==> config.mk <==
export PLATFORM = sky130hd
export DESIGN_NAME = pc_branch_unit
export DESIGN_NICKNAME = d
export VERILOG_FILES = /design/src/rtl/pcbr_pkg.sv /design/src/rtl/pcbr_seq_adder.sv /design/src/rtl/pcbr_cond_eval.sv /design/src/rtl/pcbr_target.sv /design/src/rtl/pc_branch_unit.sv
export SDC_FILE = /design/constraint.sdc
export NUM_CORES = 1
export LEC_CHECK = 0
export BUFFER_PORTS_ARGS = -buffer_cell sky130_fd_sc_hd__buf_4
export CORE_MARGIN = 5
export CORE_UTILIZATION = 30
export DETAILED_ROUTE_END_ITERATION = 12
export PLACE_DENSITY_LB_ADDON = 0.05
export SLEW_MARGIN = 5
export SYNTH_ARGS = -nofsm -noshare
export SYNTH_HDL_FRONTEND = slang
export SYNTH_SLANG_ARGS = --single-unit
export TNS_END_PERCENT = 5
==> constraint.sdc <==
create_clock -name clk_i -period 6.7 [get_ports clk_i]
set_clock_uncertainty 0.05 [all_clocks]
set_input_delay 0.67 -clock clk_i [delete_from_list [all_inputs] [get_ports clk_i]]
set_output_delay 0.67 -clock clk_i [all_outputs]
set_load 0.05 [all_outputs]
==> src/rtl/pcbr_pkg.sv <==
package pcbr_pkg;
  typedef enum logic [3:0] {
    OP_NONE      = 4'd0,
    OP_JUMP      = 4'd1,
    OP_CB_SCC0   = 4'd2,
    OP_CB_SCC1   = 4'd3,
    OP_CB_VCCZ   = 4'd4,
    OP_CB_VCCNZ  = 4'd5,
    OP_CB_EXECZ  = 4'd6,
    OP_CB_EXECNZ = 4'd7,
    OP_GETPC     = 4'd8,
    OP_SWAPPC    = 4'd9
  } br_op_e;
endpackage

==> src/rtl/pcbr_seq_adder.sv <==
module pcbr_seq_adder #(
  parameter int PC_W  = 48,
  parameter int LEN_W = 3
) (
  input  logic [PC_W-1:0]  pc_i,
  input  logic [LEN_W-1:0] len_i,
  output logic [PC_W-1:0]  seq_o
);
  localparam int PAD_W = PC_W - LEN_W - 2;
  localparam logic [PC_W-1:0] ALIGN_MASK = ~PC_W'(3);

  logic [PC_W-1:0] step_bytes;
  assign step_bytes = {{PAD_W{1'b0}}, len_i, 2'b00};
  assign seq_o      = (pc_i + step_bytes) & ALIGN_MASK;
endmodule

==> src/rtl/pcbr_cond_eval.sv <==
module pcbr_cond_eval
  import pcbr_pkg::*;
(
  input  br_op_e op_i,
  input  logic   scc_i,
  input  logic   vccz_i,
  input  logic   execz_i,
  output logic   take_o
);
  always_comb begin
    unique case (op_i)
      OP_JUMP:      take_o = 1'b1;
      OP_CB_SCC0:   take_o = ~scc_i;
      OP_CB_SCC1:   take_o = scc_i;
      OP_CB_VCCZ:   take_o = vccz_i;
      OP_CB_VCCNZ:  take_o = ~vccz_i;
      OP_CB_EXECZ:  take_o = execz_i;
      OP_CB_EXECNZ: take_o = ~execz_i;
      default:      take_o = 1'b0;
    endcase
  end
endmodule

==> src/rtl/pcbr_target.sv <==
module pcbr_target
  import pcbr_pkg::*;
#(
  parameter int PC_W  = 48,
  parameter int OFS_W = 16
) (
  input  br_op_e            op_i,
  input  logic              take_i,
  input  logic [PC_W-1:0]   seq_i,
  input  logic [OFS_W-1:0]  simm_i,
  input  logic [PC_W-1:0]   sreg_i,
  output logic [PC_W-1:0]   nxt_o,
  output logic              ret_en_o
);
  localparam int EXT_W = PC_W - OFS_W - 2;
  localparam logic [PC_W-1:0] ALIGN_MASK = ~PC_W'(3);

  logic [PC_W-1:0] ofs_bytes;
  logic [PC_W-1:0] rel_tgt;

  // word offset, sign-extended then scaled by 4
  assign ofs_bytes = {{EXT_W{simm_i[OFS_W-1]}}, simm_i, 2'b00};
  assign rel_tgt   = (seq_i + ofs_bytes) & ALIGN_MASK;

  always_comb begin
    nxt_o    = seq_i;
    ret_en_o = 1'b0;
    if (op_i == OP_SWAPPC) begin
      nxt_o    = sreg_i & ALIGN_MASK;
      ret_en_o = 1'b1;
    end else if (op_i == OP_GETPC) begin
      ret_en_o = 1'b1;
    end else if (take_i) begin
      nxt_o = rel_tgt;
    end
  end
endmodule

==> src/rtl/pc_branch_unit.sv <==
module pc_branch_unit
  import pcbr_pkg::*;
#(
  parameter int PC_W  = 48,
  parameter int LEN_W = 3,
  parameter int OFS_W = 16
) (
  input  logic             clk_i,
  input  logic             rst_ni,
  input  logic             wave_start_i,
  input  logic [PC_W-1:0]  start_addr_i,
  input  logic             instr_valid_i,
  input  logic [LEN_W-1:0] instr_len_i,
  input  logic [3:0]       br_op_i,
  input  logic [OFS_W-1:0] simm_i,
  input  logic             scc_i,
  input  logic             vccz_i,
  input  logic             execz_i,
  input  logic [PC_W-1:0]  sreg_i,
  output logic [PC_W-1:0]  pc_o,
  output logic             ret_valid_o,
  output logic [PC_W-1:0]  ret_pc_o
);
  localparam logic [PC_W-1:0] ALIGN_MASK = ~PC_W'(3);

  br_op_e          op;
  logic [PC_W-1:0] pc_q, ret_q, seq, nxt;
  logic            ret_v_q, take, ret_en;

  assign op = br_op_e'(br_op_i);

  pcbr_seq_adder #(.PC_W(PC_W), .LEN_W(LEN_W)) u_seq (
    .pc_i  (pc_q),
    .len_i (instr_len_i),
    .seq_o (seq)
  );

  pcbr_cond_eval u_cond (
    .op_i    (op),
    .scc_i   (scc_i),
    .vccz_i  (vccz_i),
    .execz_i (execz_i),
    .take_o  (take)
  );

  pcbr_target #(.PC_W(PC_W), .OFS_W(OFS_W)) u_tgt (
    .op_i     (op),
    .take_i   (take),
    .seq_i    (seq),
    .simm_i   (simm_i),
    .sreg_i   (sreg_i),
    .nxt_o    (nxt),
    .ret_en_o (ret_en)
  );

  always_ff @(posedge clk_i or negedge rst_ni) begin
    if (!rst_ni) begin
      pc_q    <= '0;
      ret_q   <= '0;
      ret_v_q <= 1'b0;
    end else if (wave_start_i) begin
      pc_q    <= start_addr_i & ALIGN_MASK;
      ret_v_q <= 1'b0;
    end else if (instr_valid_i) begin
      pc_q    <= nxt;
      ret_v_q <= ret_en;
      if (ret_en) ret_q <= seq;
    end else begin
      ret_v_q <= 1'b0;
    end
  end

  assign pc_o        = pc_q;
  assign ret_valid_o = ret_v_q;
  assign ret_pc_o    = ret_q;
endmodule

==> impl_results.md, run 1 <==
- Endpoint of the most critical setup path: pc_o[47]
- Initial standard-cell utilization of the core: a little under a third
- Total Neg Setup Slack: 0 ns
- Share of synthesized registers carrying an async set or reset: 100%
- CP Capture Type: flip-flop
- Worst Setup Slack, final: 1.42 ns
- Detailed-placement wirelength estimate: 26,600 um
- Destination of the worst register-to-register timing path: pc_o[47]
- Worst-Margin Slew: 1.02 ns
- Wire length of the first global-routing pass: 51,500 um
- Number of synthesized flops with an enable pin: 0
- Via count of the first global-routing pass: 8,325
- Area growth, synth to finish: 27.6%
- Register bit total from synthesis: 93
- Clock-pin slew on the worst setup and hold paths: 0.08 ns
- Post-route ant nets: 0
- PostCTS Resize Cnt: 0
- Iteration count of the initial detailed-routing pass: 5
- I/O pin count: approximately 220
- Count of filler cells inserted in the layout: 2,961
- Arr. time, crit path: 5.51 ns
- Clock tree from TritonCTS: built
- Most used flip-flop cell after synthesis: dfrtp_1
- Most frequent standard cell in the layout excluding fill and tap cells: buf_4
- Total length of routed met3 wires: 1780 um
- Core Box Area: between 20,000 and 30,000 um^2
- Via count: 8,507
- Run status: finished, final reports clean
- Placed insts: between 1,500 and 2,000
- Ratio of routed vias to standard cells: 5.29
- Number of instances in the synthesized netlist: 1,038
- Setup bufs post-CTS: 0
- Antenna diode instance count: 0
- Worst-path fanout max: 8
- Number of stages on the worst setup path: 20
- Met2 wire length: approximately 15,000 um
- Worst-Skew Late Latency: 0.37 ns
- Sequential area share after synthesis: 27.9%
- Setup repair after global routing missed its margin: no
- Worst slew margin relative to its limit: 32.0%
- Critical path class: reg -> reg
- Synthesized area per cell: 8.03 um^2
- Launching element of the worst setup path: pc_o[2]
- Commonest cells after routing, fill and taps aside: buf_4 (227), nand2_1 (118), a21oi_1 (104), o21ai_0 (96), dfrtp_1 (93)
- Pin count of the biggest net entering global routing: 63
- Post-DR wirelength/cell: 21.5 um
- Final Cycle Share: 78.9%
- Buffer levels on the longest clock path: 2
- Post-layout minimum cycle time: 5.28 ns
- R2R cell count: 20
- Peak clock frequency supported by timing: about 190 MHz
- Design Area, Final: 10,600 um^2
- Critical path cell sequence: ha_1 > inv_1 > fa_1 > nor2b_1 > nor2_1 > nor3b_4 > nand3_2 > nor2_1 > nand4_1 > xor2_1 > inv_1 > ha_1 > a21oi_1 > o21ai_0 > a221oi_1 > o221ai_1 > o41ai_2 > xor2_1 > nor3_1 > o31ai_2
- Overall power of the completed layout: a little under 3000 uW
- MaxCap Viol Count: 0
- Kind of cell adding the most delay to the critical path: compound AO/OA/AOI/OAI gates
- Area share of the largest cell type after synthesis: 27.9%
- Chip height: 177 um
- Congestion Overflow GR: 0
- Critical path launch point type: flip-flop
- Placement row count: 61
- Initial antenna violation count: 0
- Total routed wire length on the met1 layer: 17,100 um
- Power Density: 276 nW/um^2
- Number of buffers created by CTS: 9
- Top routing layer in use: met4
- Clock root buffer: clkbuf_16
- Final hold violation count: 0
- Placement-stage cell area: 10,300 um^2
- Critical path data required time: 6.93 ns
- Proportion of layout cells with a drive suffix above 1: 23.7%
- Static leakage: between 0.004 and 0.005 uW
- Deepest level of the CTS H-tree: 3
- Standard cell with the maximum stage delay on the critical path: nor3b_4
- Final setup fails: 0
- Post-synthesis cell area: 8340 um^2
- Number of buffers added to fix hold violations after cts: 0
- Layout Cells excl Fill: roughly 1,600
- Count of yosys warnings during synthesis: 0
- Routability congestion estimate from global placement: 0.903
- Dominant cells by area after synthesis: dfrtp_1 (28%), ha_1 (8.3%), a21oi_1 (6.2%)
- Critical path's largest stage delay: 0.44 ns
- Unique masters post-synth: 69
- Type of the tightest min-delay check: in -> async
- Flop-to-flop setup slack: 1.42 ns
- DR DRC count: 0
- Cell accounting for the most synthesized area: dfrtp_1
- Number of clock sinks: between 90 and 100
- Die Outline Area: 31,200 um^2
- Count of nets after finishing: about 1,400
- Count of routing violations after the opening detailed-route iteration: between 500 and 600
- Minimum setup slack after placement: between 1 and 1.5 ns
- Final slew viol count: 0
- R2R Path Start: pc_o[2]
- Number of buffers and inverters on the critical path: 2
- Global-route usage over all layers: 21.6%
- Number of port buffers: around 210
- IR drop worst, VDD: 0.152 mV
- Die Span X: around 180 um
- DRT Wirelength: 34,600 um
stage by stage:
| step | util (%) | hold WS, ns |
|---|---|---|
| after floorplan | - | 0.324 |
| after global placement | 37.3 | 0.414 |
| after detailed placement | 37.3 | 0.420 |
| after CTS | 38.5 | 0.197 |
| after global routing | 38.5 | 0.211 |
| final | 38.5 | 0.181 |
synthesized netlist by cell type (12+ instances only):
library cell    n
a211oi_1       13
a21o_1         29
a21oi_1       104
and3_1         19
clkbuf_1       46
dfrtp_1        93
ha_1           55
inv_1          36
mux2_2         29
nand2_1       119
nand3_1        25
nand4_1        15
nor2_1         74
nor3_1         25
nor3b_1        14
o211ai_1       12
o21ai_0        96
o221ai_1       14
xnor2_1        50
xor2_1         27
layout make-up:
cell class | count | area [um^2] | area share [%]
clock inverter | 6 | 96.3 | 0.906
sequential | 93 | 2330 | 21.9
multi-input combinational | 858 | 5670 | 53.3
clock buffer | 9 | 225 | 2.12
timing repair buffer | 227 | 1700 | 16.0
inverter | 36 | 135 | 1.27
tap | 378 | 473 | 4.45
worst reg2reg max path, stage by stage (launching register included):
cell	delay, ns
dfrtp_1	0.39
ha_1	0.20
inv_1	0.06
fa_1	0.41
nor2b_1	0.17
nor2_1	0.10
nor3b_4	0.44
nand3_2	0.19
nor2_1	0.27
nand4_1	0.15
xor2_1	0.35
inv_1	0.11
ha_1	0.40
a21oi_1	0.25
o21ai_0	0.14
a221oi_1	0.34
o221ai_1	0.23
o41ai_2	0.28
xor2_1	0.34
nor3_1	0.10
o31ai_2	0.22
registers in the layout (all words and copies together), names as in the netlist:
signal / flops
ret_pc_o: 46
ret_valid_o: 1
pc_o: 46
kinds of logic after synthesis:
logic type                 count (synthesis)  share of synthesized area (%)
and+or+nand+nor                          345                           20.4
DFF                                       93                           27.9
other                                      1                         0.0450
adders and majority gates                 57                           8.74
AOI/OAI and AO/OA                        335                           25.2
muxes                                     38                           5.00
xor gates and xnor gates                  79                           8.48
buffers and inverters                     90                           4.26
worst min-delay path by stage:
stage,from,slack (ns),end,depth (start not counted)
final,rst_ni,0.18,pc_o[10],1
after global routing,rst_ni,0.21,pc_o[10],1
after global placement,ret_pc_o[19],0.41,ret_pc_o[19],2
after detailed placement,ret_pc_o[2],0.42,ret_pc_o[2],2
after CTS,rst_ni,0.20,pc_o[10],1
after floorplan,rst_ni,0.32,pc_o[10],0
per-layer routing:
layer | vias to the layer above | track usage [%]
li1 | 4146 | -
met1 | 4092 | 31.9
met2 | 247 | 34.0
met3 | 22 | 3.35
met4 | 0 | 3.64
met5 | - | 0
power breakdown:
part / internal, uW / switching [uW]
Combinational: 543 / 1010
Sequential: 673 / 113
Clock: 331 / 264
Note: power is estimated with default switching activity, not from simulation.
==> run 2, diff against run 1 <==
==> constraint.sdc (replaced) <==
create_clock -name clk_i -period 4.3 [get_ports clk_i]
set_clock_uncertainty 0.05 [all_clocks]
set_input_delay 0.43 -clock clk_i [delete_from_list [all_inputs] [get_ports clk_i]]
set_output_delay 0.43 -clock clk_i [all_outputs]
set_load 0.05 [all_outputs]
==> impl_results.md, run 2 (synthesized netlist as in run 1, its figures left out) <==
- Run status: complete, but fails checks
- Violated checks: negative setup slack
- Number of port buffers: 214
- I/O pin count: 223
- Worst-Margin Slew: 1.01 ns
- Critical path class: reg -> reg
- MaxCap Viol Count: 0
- Die Span X: 177 um
- Total Neg Setup Slack: -0.306 ns
- Post-layout minimum cycle time: 4.46 ns
- Post-route ant nets: 0
- Placement row count: 61
- Worst-path fanout max: 8
- Area growth, synth to finish: 51.8%
- Critical path cell sequence: ha_4 > inv_2 > fa_2 > nor2b_4 > nor2_4 > nor3b_4 > buf_12 > nand3_4 > nor2_4 > nand4_1 > xor2_1 > inv_1 > ha_4 > and4_4 > nand2_4 > or2_4 > o221ai_4 > o21bai_4 > o41ai_4 > xor2_2 > o21a_1 > o31ai_2
- Setup repair after global routing missed its margin: yes
- Chip height: 177 um
- Proportion of layout cells with a drive suffix above 1: around 40%
- Final hold slack: 0.112 ns
- Count of routing violations after the opening detailed-route iteration: 575
- Detailed-placement wirelength estimate: 28,500 um
- Worst-Skew Late Latency: roughly 0.37 ns
- Count of filler cells inserted in the layout: between 2,000 and 3,000
- Via count of the first global-routing pass: between 9,000 and 10,000
- Ratio of routed vias to standard cells: 5.10
- Clock tree from TritonCTS: built
- Clock-pin slew on the worst setup and hold paths: 0.08 ns
- Met2 wire length: 16,300 um
- Global-route usage over all layers: 23.6%
- Worst slew margin relative to its limit: 32.9%
- Critical path data required time: between 4 and 5 ns
- Overall power of the completed layout: about 5000 uW
- Commonest cells after routing, fill and taps aside: buf_4 (433), nand2_1 (115), a21oi_1 (95), dfrtp_1 (91), o21ai_0 (90)
- Power Density: between 400 and 500 nW/um^2
- DR DRC count: 0
- Total length of routed met3 wires: 1880 um
- Critical path launch point type: flip-flop
- Deepest level of the CTS H-tree: 3
- Final Cycle Share: 104%
- Flop-to-flop setup slack: -0.16 ns
- Initial standard-cell utilization of the core: 30.2%
- Count of nets after finishing: between 1,500 and 2,000
- Number of buffers created by CTS: 9
- Iteration count of the initial detailed-routing pass: 5
- Critical path's largest stage delay: 0.39 ns
- Via count: ~9,300
- Peak clock frequency supported by timing: 224 MHz
- Buffer levels on the longest clock path: 2
- Arr. time, crit path: 4.68 ns
- Routability congestion estimate from global placement: 0.893
- Die Outline Area: 31,200 um^2
- Clock root buffer: clkbuf_16
- Standard cell with the maximum stage delay on the critical path: dfrtp_2
- DRT Wirelength: 37,400 um
- Number of clock sinks: between 90 and 100
- IR drop worst, VDD: 0.232 mV
- Static leakage: roughly 0.006 uW
- Core Box Area: 27,600 um^2
- Worst Setup Slack, final: -0.157 ns
- Most frequent standard cell in the layout excluding fill and tap cells: buf_4
- Initial antenna violation count: 0
- Type of the tightest min-delay check: in -> async
- Final hold violation count: 0
- Final slew viol count: 0
- Post-DR wirelength/cell: 20.6 um
- Total routed wire length on the met1 layer: 18,600 um
- Pin count of the biggest net entering global routing: 63
- Wire length of the first global-routing pass: 56,400 um
- CP Capture Type: flip-flop
- Antenna diode instance count: 0
- Congestion Overflow GR: 0
- Top routing layer in use: met4
- Final setup fails: 5
## run 2: power by group
part	leakage, uW	total [uW]	switching (uW)	internal, uW
combinational	0.00471	3010	1770	1240
clock	0.000139	858	437	422
sequential	0.00115	1190	143	1050
total	0.00600	5060	2350	2710
## run 2: worst paths after layout
| path | from | to | cells past startpoint |
|---|---|---|---|
| min in group clk_i | start_addr_i[2] | pc_o[2] | 3 |
| max in group asynchronous | rst_ni | pc_o[26] | 2 |
| min reg2reg | ret_pc_o[34] | ret_pc_o[34] | 2 |
| min | rst_ni | ret_pc_o[10] | 1 |
| max reg2reg | pc_o[2] | pc_o[47] | 22 |
| max | pc_o[2] | pc_o[47] | 22 |
## run 2: through the flow
stage / setup WS, ns / instances / util [%] / instance area, um^2
floorplan: 0.0210 / 1041 / - / 8390
global placement: -0.384 / 1787 / 42.8 / 11800
detailed placement: -0.378 / 1787 / 42.8 / 11800
CTS: -0.143 / 1805 / 44.5 / 12300
global route: -0.364 / 1816 / 45.8 / 12700
finish: -0.157 / 1816 / 45.8 / 12700
## run 2: area by class of cell
cell class	count	area [um^2]	share of cell area, %
Clock buffer	10	239	1.89
Timing Repair Buffer	435	3290	26.0
Clock inverter	6	55.1	0.435
Multi-Input combinational cell	858	6130	48.4
Inverter	36	135	1.07
Tap cell	378	473	3.74
Sequential cell	93	2330	18.4
## run 2: per-layer routing
metal / global-route usage [%] / vias up
met5: 0 / -
met4: 4.93 / 0
met3: 2.50 / 34
met2: 36.5 / 276
met1: 35.6 / 4399
li1: - / 4550
## run 2: timing repair
action | 4_1_cts | 5_1_grt
resized for setup | 26 | 52
buffers inserted | 2 | 11
hold buffers | 0 | 0
pin swaps | 6 | 35
setup endpoints to repair | 21 | 25
## run 2: critical path, delay by kind of cell, from the launching register on
family                   cells  cell delay [ns]
AND/OR/NAND/NOR              9             1.39
buffers and inverters        3             0.33
AO/OA/AOI/OAI                5             0.95
adder cells (fa/ha/maj)      3             0.83
flip-flops                   1             0.39
XOR/XNOR                     2             0.42
